$ cat config.mk
export PLATFORM = sky130hd
export DESIGN_NAME = ext_irq_flags
export DESIGN_NICKNAME = d
export VERILOG_FILES = /design/src/rtl/eif_pkg.sv /design/src/rtl/eif_input_gate.sv /design/src/rtl/eif_edge_detect.sv /design/src/rtl/eif_flag_bank.sv /design/src/rtl/eif_bus_port.sv /design/src/rtl/ext_irq_flags.sv
export SDC_FILE = /design/constraint.sdc
export NUM_CORES = 1
export LEC_CHECK = 0
export ABC_AREA = 1
export BUFFER_PORTS_ARGS = -buffer_cell sky130_fd_sc_hd__buf_2
export CORE_ASPECT_RATIO = 1.25
export CORE_UTILIZATION = 50
export CTS_BUF_LIST = sky130_fd_sc_hd__clkbuf_4 sky130_fd_sc_hd__clkbuf_8
export CTS_CLUSTER_DIAMETER = 80
export DETAILED_ROUTE_END_ITERATION = 10
export GPL_TIMING_DRIVEN = 1
export PLACE_DENSITY = 0.84
export SLEW_MARGIN = 15
export SYNTH_ARGS = -nofsm -noshare
export SYNTH_HDL_FRONTEND = slang
export SYNTH_HIERARCHICAL = 1
export SYNTH_SLANG_ARGS = --single-unit
$ cat constraint.sdc
create_clock -name clk -period 1.9 [get_ports clk]
set_input_delay 0.475 -clock clk [delete_from_list [all_inputs] [get_ports clk]]
set_output_delay 0.475 -clock clk [all_outputs]
set_load 0.01 [all_outputs]
$ cat src/rtl/eif_pkg.sv
package eif_pkg;
  typedef enum logic [1:0] {
    SENSE_LOW  = 2'b00,
    SENSE_ANY  = 2'b01,
    SENSE_FALL = 2'b10,
    SENSE_RISE = 2'b11
  } sense_e;
endpackage

$ cat src/rtl/eif_input_gate.sv
module eif_input_gate #(
  parameter int N     = 8,
  parameter int GATED = 4
) (
  input  logic [N-1:0] pin_i,
  input  logic         sleep_i,
  input  logic [N-1:0] mask_i,
  output logic [N-1:0] smp_o
);
  // lines below GATED lose their input buffer in sleep when not enabled
  localparam logic [N-1:0] GATE_SEL = N'((64'd1 << GATED) - 64'd1);

  always_comb begin
    smp_o = pin_i & ~({N{sleep_i}} & ~mask_i & GATE_SEL);
  end
endmodule

$ cat src/rtl/eif_edge_detect.sv
module eif_edge_detect
  import eif_pkg::*;
#(
  parameter int N = 8
) (
  input  logic           clk,
  input  logic           rst,
  input  logic [2*N-1:0] sense_i,
  input  logic [N-1:0]   smp_i,
  output logic [N-1:0]   set_o,
  output logic [N-1:0]   level_o
);
  logic [N-1:0] prev_q;
  logic         primed_q;

  always_ff @(posedge clk) begin
    if (rst) begin
      prev_q   <= '0;
      primed_q <= 1'b0;
    end else begin
      prev_q   <= smp_i;
      primed_q <= 1'b1;
    end
  end

  for (genvar g = 0; g < N; g++) begin : g_line
    sense_e mode;
    logic   rise, fall;
    always_comb begin
      mode       = sense_e'(sense_i[2*g +: 2]);
      rise       = primed_q & smp_i[g] & ~prev_q[g];
      fall       = primed_q & ~smp_i[g] & prev_q[g];
      level_o[g] = (mode == SENSE_LOW);
      unique case (mode)
        SENSE_ANY:  set_o[g] = rise | fall;
        SENSE_FALL: set_o[g] = fall;
        SENSE_RISE: set_o[g] = rise;
        default:    set_o[g] = 1'b0;
      endcase
    end
  end
endmodule

$ cat src/rtl/eif_flag_bank.sv
module eif_flag_bank #(
  parameter int N = 8
) (
  input  logic         clk,
  input  logic         rst,
  input  logic [N-1:0] set_i,
  input  logic [N-1:0] clr_i,
  input  logic [N-1:0] level_i,
  output logic [N-1:0] flags_o
);
  logic [N-1:0] flags_d;

  // set has priority over any clear; level setting forces zero
  always_comb begin
    flags_d = (set_i | (flags_o & ~clr_i)) & ~level_i;
  end

  always_ff @(posedge clk) begin
    if (rst) flags_o <= '0;
    else     flags_o <= flags_d;
  end
endmodule

$ cat src/rtl/eif_bus_port.sv
module eif_bus_port #(
  parameter int          N         = 8,
  parameter int          ADDR_W    = 8,
  parameter logic [ADDR_W-1:0] FLAG_ADDR = 8'h1C
) (
  input  logic              clk,
  input  logic              rst,
  input  logic [ADDR_W-1:0] addr_i,
  input  logic              wr_i,
  input  logic              rd_i,
  input  logic [N-1:0]      wdata_i,
  input  logic [N-1:0]      flags_i,
  output logic [N-1:0]      wclr_o,
  output logic [N-1:0]      rdata_o
);
  logic hit;

  always_comb begin
    hit    = (addr_i == FLAG_ADDR);
    wclr_o = (wr_i && hit) ? wdata_i : '0;
  end

  always_ff @(posedge clk) begin
    if (rst)             rdata_o <= '0;
    else if (rd_i && hit) rdata_o <= flags_i;
    else                 rdata_o <= '0;
  end
endmodule

$ cat src/rtl/ext_irq_flags.sv
module ext_irq_flags #(
  parameter int          N         = 8,
  parameter int          GATED     = 4,
  parameter int          ADDR_W    = 8,
  parameter logic [ADDR_W-1:0] FLAG_ADDR = 8'h1C
) (
  input  logic              clk,
  input  logic              rst,
  input  logic [N-1:0]      pin_i,
  input  logic [2*N-1:0]    sense_i,
  input  logic              sleep_i,
  input  logic [N-1:0]      mask_i,
  input  logic              gie_i,
  input  logic [N-1:0]      ack_i,
  input  logic [ADDR_W-1:0] bus_addr_i,
  input  logic              bus_wr_i,
  input  logic              bus_rd_i,
  input  logic [N-1:0]      bus_wdata_i,
  output logic [N-1:0]      bus_rdata_o,
  output logic [N-1:0]      irq_o
);
  logic [N-1:0] smp_w, set_w, level_w, wclr_w, flags_q, pend_w;

  eif_input_gate #(.N(N), .GATED(GATED)) u_gate (
    .pin_i(pin_i), .sleep_i(sleep_i), .mask_i(mask_i), .smp_o(smp_w)
  );

  eif_edge_detect #(.N(N)) u_edge (
    .clk(clk), .rst(rst), .sense_i(sense_i), .smp_i(smp_w),
    .set_o(set_w), .level_o(level_w)
  );

  eif_bus_port #(.N(N), .ADDR_W(ADDR_W), .FLAG_ADDR(FLAG_ADDR)) u_bus (
    .clk(clk), .rst(rst), .addr_i(bus_addr_i), .wr_i(bus_wr_i),
    .rd_i(bus_rd_i), .wdata_i(bus_wdata_i), .flags_i(flags_q),
    .wclr_o(wclr_w), .rdata_o(bus_rdata_o)
  );

  eif_flag_bank #(.N(N)) u_flags (
    .clk(clk), .rst(rst), .set_i(set_w), .clr_i(wclr_w | ack_i),
    .level_i(level_w), .flags_o(flags_q)
  );

  always_comb begin
    pend_w = (level_w & ~smp_w) | (~level_w & flags_q);
  end

  always_ff @(posedge clk) begin
    if (rst) irq_o <= '0;
    else     irq_o <= pend_w & mask_i & {N{gie_i}};
  end
endmodule

**After elaboration in Yosys (flattened, before gate mapping)**

Index checks and enable logic that the tools add are counted.

- Bitwise logic cells: 73
- Add/subtract/negate cells: 0
- Divide/modulo/power cells: 0
- Multipliers: 0
- Multiplexer cells: 10
- Shifts and indexed selects: 0
- Reduce and logical (&&, ||, !) cells: 11
- $lt $le $gt $ge: 0
- Equal/unequal tests: 25

Operators by type and width:

| operator | number |
|---|---|
| 8-bit bitwise AND | 7 |
| 1-bit bitwise AND | 32 |
| 2-bit == test, second input constant | 16 |
| 8-bit NOT | 3 |
| 8-bit bitwise OR | 3 |
| 1-bit case mux with 3 select lines | 8 |
| 1-bit NOT | 17 |
| 2-bit by 1-bit == test with 1-bit output, second input constant | 8 |
| 2-bit zero test | 8 |
| 8-bit by 5-bit == test with 1-bit output, second input constant | 1 |
| 8-bit two-way mux | 1 |
| 4-bit NOT with 8-bit output | 1 |
| 1-bit bitwise OR | 8 |
| 4-bit bitwise AND | 1 |
| 4-bit NOT | 1 |
| 1-bit logical AND | 2 |
| 2-bit OR reduction | 1 |
| 1-bit two-way mux | 1 |

- Bits in read-only memories: 0
- Bits of input ports: 62
- Memories kept: 0
- Memory bits (writable): 0
- Word-level logic and storage cells: 124
- Register bits: 33
- Bits in latches: 0
- Output and inout port bits: 16

**Logic depth before layout (Yosys ltp)**

Gate-level depths: netlist of run 1.

- Depth after elaboration: 11
- Gate-level depth with buffers: 9
- Gate-level depth less buffers: 9

**By module**

Netlist of run 1, hierarchy kept.

Modules (own cells, without submodules):

| module | sequential area each (µm²) | area each (µm²) | cells an instance | instances |
|---|---|---|---|---|
| eif_edge_detect | 180.2 | 590.6 | 107 | 1 |
| eif_flag_bank | 160.2 | 384.1 | 57 | 1 |
| ext_irq_flags | 160.2 | 361.6 | 50 | 1 |
| eif_bus_port | 160.2 | 354.1 | 55 | 1 |
| eif_input_gate | 0.0 | 80.1 | 16 | 1 |

**Worst setup path before layout of run 1**

OpenSTA, ideal clock, no wires.

- Path kind: in2reg
- Start: input port bus_addr_i[0]
- End: register u_flags.flags_o[0]
- Stages on the path: 9
- Buffers on the path: 0
- Library setup time: 0.066 ns
- Data required time: 1.834 ns
- Slack: 0.625 ns
- Data arrival time: 1.209 ns
- Path through: inv_1 nand2_1 nor2_2 nand3_2 nor2_1 or2_2 inv_1 nand2_1 a21oi_2

- Word-level cells in the longest chain between the ends: 8

Ends and longest elaborated chain:

| item | line | text |
|---|---|---|
| from (decl) | ext_irq_flags.sv:15 | `input logic [ADDR_W-1:0] bus_addr_i,` |
| 8-bit by 5-bit == test with 1-bit output | eif_bus_port.sv:19 | `hit = (addr_i == FLAG_ADDR);` |
| 1-bit logical AND | eif_bus_port.sv:20 | `wclr_o = (wr_i && hit) ? wdata_i : '0;` |
| 8-bit two-way mux | eif_bus_port.sv:20 |  |
| named net wclr_w[0] | ext_irq_flags.sv:22 | `logic [N-1:0] smp_w, set_w, level_w, wclr_w, flags_q, pend_w;` |
| 8-bit bitwise OR | ext_irq_flags.sv:40 | `.clk(clk), .rst(rst), .set_i(set_w), .clr_i(wclr_w \| ack_i),` |
| 8-bit NOT | eif_flag_bank.sv:15 | `flags_d = (set_i \| (flags_o & ~clr_i)) & ~level_i;` |
| 8-bit bitwise AND | eif_flag_bank.sv:15 |  |
| 8-bit bitwise OR | eif_flag_bank.sv:15 |  |
| 8-bit bitwise AND | eif_flag_bank.sv:15 |  |
| to (signal assigned) | eif_flag_bank.sv:20 | `else flags_o <= flags_d;` |
| to (decl) | eif_flag_bank.sv:9 | `output logic [N-1:0] flags_o` |

The timed path passes the listed nets, and every way through them passes these cells.
A chain may end at the register's enable or synchronous reset.

**Worst setup path after layout of run 1**

- Start: register u_edge.primed_q
- End: register u_flags.flags_o[1]

- Word-level cells in the longest chain between the ends: 6
- Elaborated cells on any way between the ends: 8
- Classes of those cells: mux (1); bitwise (7)

Ends and longest elaborated chain:

| item | line | text |
|---|---|---|
| from (decl) | eif_edge_detect.sv:14 | `logic primed_q;` |
| from (signal assigned) | eif_edge_detect.sv:19 | `primed_q <= 1'b0;` |
| from (signal assigned) | eif_edge_detect.sv:22 | `primed_q <= 1'b1;` |
| 1-bit bitwise AND, on equally long branches (2 in series) | eif_edge_detect.sv:31, eif_edge_detect.sv:32 |  |
| 1-bit bitwise OR | eif_edge_detect.sv:35 | `SENSE_ANY: set_o[g] = rise \| fall;` |
| 1-bit case mux with 3 select lines (*) | eif_edge_detect.sv:34 | `unique case (mode)` |
| named net set_w[1] | ext_irq_flags.sv:22 |  |
| 8-bit bitwise OR (*) | eif_flag_bank.sv:15 |  |
| 8-bit bitwise AND (*) | eif_flag_bank.sv:15 |  |

The timed path passes the listed nets; every way through them passes the cells marked *.

==> results.yml, run 1 <==
outcome:
  status: "complete, no violations"
placement:
  gp_congestion: 0.7657
  hpwlAfterDp_mm: 2.917
  portBuffers: 77
  pre_cts_ws_ns: 0.3760
cts:
  cts_tree: "built"
  cts.htree.levels: 2
  cts_resized: 0
  cts_hold_buf: 0
  clk_pin_slew_ns: 0.07
  cts_sinks: 33
  clock_path_buffers: 2
  postCtsSetupBuffers: 0
  worstSkewPairLatency_ns: 0.29
  root_buffer: "clkbuf_8"
  cts_buffers: 5
synth:
  netlist_area_um2: 1770
  synth_nets: 347
  syn_avg_cell_area_um2: 6.212
  ys_seq_elements: 33
  ys_seq_area_frac: 0.3731
  syn_inst: 285
  ys_types: 17
  yosysWarnings: 6
finish:
  fin_util: 0.6918
  mostFrequentLayoutCells: "inv_1 (78), buf_2 (77), nand2_1 (56)"
  regArea_um2: 660.6
  fill_cells: 318
  multiInputGateArea_um2: 757.0
  n_antenna_cell: 0
  final_common_cell: "inv_1"
  final_nets: 424
  drive_above_1_share: 0.3113
  area_delta_synth_final_pct: 28.20
detailed_routing:
  vias: 1845
  post_drt_via_cell_ratio: 4.613
  postRouteAntennaNets: 0
  drt-pass1-iter-count: 5
  routed_wl_mm: 3.863
  remaining_drc_errors: 0
  wl_per_cell_um: 9.658
  drt_iter0_drc: 46
setup_path:
  cp-end-kind: "register"
  crit_slowest_cell: "dfxtp_1"
  cp-startpoint: "u_edge/primed_q"
  cp.arrival_ns: 1.55
  cpLargestDelayFamily: "flip-flops"
  crit_buf_inv: 2
  cp_max_fo: 15
  r2r_setup_slack_ns: 0.57
  timing.rr.end: "u_flags/flags_o[1]"
  rr_startpoint: "u_edge/primed_q"
  worstPathRequired_ns: 2.13
  reg2reg_depth: 6
  slowest_delay_ns: 0.71
  critical_path_cell_count: 6
  crit_path_start_kind: "register"
  cp-endpoint: "u_flags/flags_o[1]"
  criticalPathCategory: "reg -> reg"
  worstPathCellList: "inv_1 -> a21oi_1 -> nand2_1 -> nand2_1 -> inv_1 -> a21oi_2"
sta:
  fin_setup_tns_ns: 0
  rsz0062_at_grt: "no"
  timing.final.ws_setup_ns: 0.5738
  setup_violations: 0
  finalHoldViolCount: 0
  finalCritPeriodShare: 0.6980
  tightest_slew_ns: 0.6087
  max_freq_mhz: 754.0
  drv_slew: 0
  slew_headroom: 0.5936
  clock_skew_ns: 0.004762
  fin_crit_ns: 1.326
global_routing:
  grt_antenna_before_repair: 0
  grt_max_degree: 16
  overflow: 0
  grt_pass1_wl_mm: 6.444
  grt.total_usage: 0.2197
  grt_pass1_vias: 1631
power_and_ir_drop:
  pwr-share-clk: 0.426
  power-per-cell-area_nw_per_um2: 722.8
  p_comb_frac: 0.132
  swShare: 0.2374
  ir_drop_mv: 0.7053
  p_int_uw: 1251
  pwr-share-seq: 0.442
  leakagePower_uw: 0.001290
  switchingPower_uw: 389.5
floorplanning:
  start_util: 0.5397
  io_pins: 78
  fp-row-count: 23
  die_area_um2: 3785
  coreArea_um2: 3281
  die_w_um: 55.23
  dieHeight_um: 68.53
worst_hold_path:
  hp-class: "in -> reg"
flow_run:
  cap_viol_max_count: 0
==> worst min-delay path by stage <==
stage                                  start          endpoint  slack (ns)  cells after the start
final                              mask_i[5]          irq_o[5]        0.43                      3
after global routing               mask_i[6]          irq_o[6]        0.44                      3
after CTS                          mask_i[5]          irq_o[5]        0.42                      3
after detailed placement  u_flags/flags_o[5]  u_bus/rdata_o[5]        0.43                      2
after global placement    u_flags/flags_o[1]  u_bus/rdata_o[1]        0.43                      2
after floorplan           u_flags/flags_o[0]  u_bus/rdata_o[0]        0.42                      2
==> synthesized netlist by cell type <==
cell / instances / area (um2)
clkbuf_1: 1 / 3.750
nand3_2: 2 / 20.02
or2_2: 8 / 50.05
nor2_2: 5 / 31.28
a21oi_1: 5 / 25.02
buf_6: 1 / 11.26
a21oi_2: 8 / 70.07
o21ai_0: 8 / 40.04
nand4_1: 7 / 43.79
buf_4: 5 / 37.54
inv_2: 2 / 7.510
nand2_2: 3 / 18.77
nand2_1: 56 / 210.2
inv_1: 78 / 292.8
nand3_1: 9 / 45.04
dfxtp_1: 33 / 660.6
nor2_1: 54 / 202.7
==> cell type report <==
| type | count | area share |
|---|---|---|
| well taps | 37 | 0.02040 |
| clock buffers | 7 | 0.03969 |
| repair buffers | 77 | 0.1698 |
| multi-input cells | 165 | 0.3335 |
| clock inverters | 1 | 0.01323 |
| flip-flops and latches | 33 | 0.2911 |
| inverters | 80 | 0.1323 |
==> per-stage QoR <==
step	hold slack [ns]	area (um2)	cells	total power, uW
2_1_floorplan	0.4184	1770	285	869.4
3_3_place_gp	0.4330	2150	392	951.0
3_5_place_dp	0.4323	2150	392	957.2
4_1_cts	0.4196	2270	400	1654
5_1_grt	0.4385	2270	400	1715
6_report	0.4291	2270	400	1641
==> power by group through the flow <==
| stage | clock (uW) | sequential [uW] | combinational (uW) |
|---|---|---|---|
| 2_1_floorplan | 0 | 736 | 134 |
| 3_3_place_gp | 0 | 739 | 212 |
| 3_5_place_dp | 0 | 740 | 217 |
| 4_1_cts | 711 | 725 | 218 |
| 5_1_grt | 738 | 727 | 250 |
| 6_report | 699 | 725 | 217 |
==> worst min-delay path, delay by kind of cell <==
| kind | cells | cell delay, ns |
|---|---|---|
| simple gates | 2 | 0.11 |
| buf+inv | 1 | 0.10 |
==> metal layers <==
metal	wire [um]	global-route usage	share of wire	vias up
met3	324	0.06903	0.084	5
met4	32	0.08750	0.0083	0
met2	1864	0.3991	0.48	72
met1	1642	0.2419	0.43	800
met5	0	0	0	-
li1	-	-	-	968
==> flip-flops by register name (all words and copies together) (netlist names) <==
signal	count
irq_o	8
u_bus/rdata_o	8
u_edge/primed_q	1
u_flags/flags_o	8
u_edge/prev_q	8
==> cells by family (layout without fill, tap and decap cells) <==
group | Yosys count | after routing | share of synthesized area
buffers and inverters | 87 | 165 | 0.1993
AND/OR/NAND/NOR | 144 | 144 | 0.3512
flip-flops | 33 | 33 | 0.3731
AO/OA/AOI/OAI | 21 | 21 | 0.07633
No activity file was read; power rests on OpenSTA's default activity.
==> run 2, diff against run 1 <==
Settings changed: CORE_UTILIZATION 50 to 44, PLACE_DENSITY 0.84 to 0.78.
Clock period 1.9 ns to 1.2 ns, I/O delays scaled along.
==> results.yml, run 2 (synthesis gave the netlist of run 1 again) <==
setup_path:
  reg2reg_depth: 7
  crit_path_start_kind: "register"
  critical_path_cell_count: 7
  cpLargestDelayFamily: "flip-flops"
  cp_max_fo: 9
  cp-end-kind: "register"
  slowest_delay_ns: 0.38
  crit_buf_inv: 3
  cp.arrival_ns: 1.27
  crit_slowest_cell: "dfxtp_2"
  worstPathRequired_ns: 1.42
  worstPathCellList: "buf_12 -> inv_1 -> a21oi_1 -> nand2_1 -> nand2_1 -> inv_1 -> a21oi_2"
  criticalPathCategory: "reg -> reg"
detailed_routing:
  vias: 1843
  drt-pass1-iter-count: 4
  wl_per_cell_um: 8.972
  post_drt_via_cell_ratio: 4.326
  postRouteAntennaNets: 0
  drt_iter0_drc: 35
  routed_wl_mm: 3.822
  remaining_drc_errors: 0
power_and_ir_drop:
  leakagePower_uw: 0.001331
  finalPower_uw: 2441
  power-per-cell-area_nw_per_um2: 1037
  ir_drop_mv: 0.5176
finish:
  n_antenna_cell: 0
  final_common_cell: "inv_1"
  drive_above_1_share: 0.3306
  final_nets: 433
  final_area_um2: 2354
  mostFrequentLayoutCells: "inv_1 (78), buf_2 (77), nand2_1 (56)"
  final_cells: 426
  fin_util: 0.6167
  fill_cells: 379
  area_delta_synth_final_pct: 32.93
sta:
  fin_crit_ns: 1.043
  finalCritPeriodShare: 0.8694
  drv_slew: 0
  clock_skew_ns: 0.0008606
  rsz0062_at_grt: "no"
  finalHoldViolCount: 0
  setup_violations: 0
  tightest_slew_ns: 0.2472
  max_freq_mhz: 958.5
  slew_headroom: 0.8352
floorplanning:
  coreArea_um2: 3816
  die_area_um2: 4283
  dieHeight_um: 72.92
  io_pins: 78
  fp-row-count: 25
  die_w_um: 58.74
  start_util: 0.4639
cts:
  cts_hold_buf: 0
  cts_buffers: 5
  root_buffer: "clkbuf_8"
  cts.htree.levels: 2
  cts_resized: 0
  cts_sinks: 33
  postCtsSetupBuffers: 0
  worstSkewPairLatency_ns: 0.29
  clock_path_buffers: 2
  cts_tree: "built"
  clk_pin_slew_ns: 0.07
worst_hold_path:
  hold_depth: 3
  hp-class: "in -> reg"
global_routing:
  grt_pass1_vias: 1558
  grt_pass1_wl_mm: 6.223
  grt.total_usage: 0.1970
  met2_usage: 0.3308
  overflow: 0
  grt_util_met3: 0.05142
  grt_max_degree: 11
  busiest_layer: "met2"
  use_met1: 0.2209
  grt_antenna_before_repair: 0
outcome:
  status: "complete, no violations"
placement:
  post_dp_cell_area_um2: 2251
  gp_congestion: 0.8082
  dp.cells: 418
  hpwlAfterDp_mm: 2.902
  portBuffers: 77
flow_run:
  cap_viol_max_count: 0
==> run 2: cell types whose count changed in the layout (fill, tap and decap cells not counted), sizes merged <==
cell	previous run	this run
bufinv	1	0
buf	77	86
clkinv	0	1
==> run 2: per-layer routing <==
layer  routed length, um  vias to the layer above
met1                1638                      784
met3                 232                        9
li1                    -                      990
met2                1853                       60
met4                  97                        0
met5                   0                        -
==> run 2: final cells by class <==
| class | instances | area (um2) | area share |
|---|---|---|---|
| clock inverters | 1 | 5.005 | 0.002127 |
| inverters | 80 | 300.3 | 0.1276 |
| clock buffers | 7 | 96.34 | 0.04094 |
| repair buffers | 86 | 465.4 | 0.1978 |
| multi-input cells | 165 | 757.0 | 0.3216 |
| well taps | 54 | 67.56 | 0.02871 |
| flip-flops and latches | 33 | 661.9 | 0.2812 |
==> run 2: path summary, 6_finish.rpt <==
kind                       from                 end  slack, ns
max             u_edge/primed_q  u_flags/flags_o[1]       0.16
min                   mask_i[7]            irq_o[7]       0.25
max reg2reg     u_edge/primed_q  u_flags/flags_o[1]       0.16
min reg2reg  u_flags/flags_o[0]    u_bus/rdata_o[0]       0.45
==> run 2: worst min-delay path: cells and delay by family <==
| kind | cells | cell delay [ns] |
|---|---|---|
| buffers and inverters | 1 | 0.09 |
| AND/OR/NAND/NOR | 2 | 0.11 |
==> run 2: power breakdown <==
group	internal, uW	switching (uW)	leakage (uW)	total [uW]
clock network	518	406	0.0000542	924
logic	178	197	0.00101	375
registers	1130	15.2	0.000269	1140
total	1820	618	0.00133	2440
==> run 2: metrics by stage <==
stage	setup slack (ns)	setup TNS [ns]	hold slack, ns
after global routing	0.03346	0	0.2543
final	0.1567	0	0.2545
after detailed placement	-0.1254	-0.9348	0.4354
after floorplan	0.1004	0	0.4184
after global placement	-0.09926	-0.7400	0.4322
after CTS	0.08700	0	0.2391
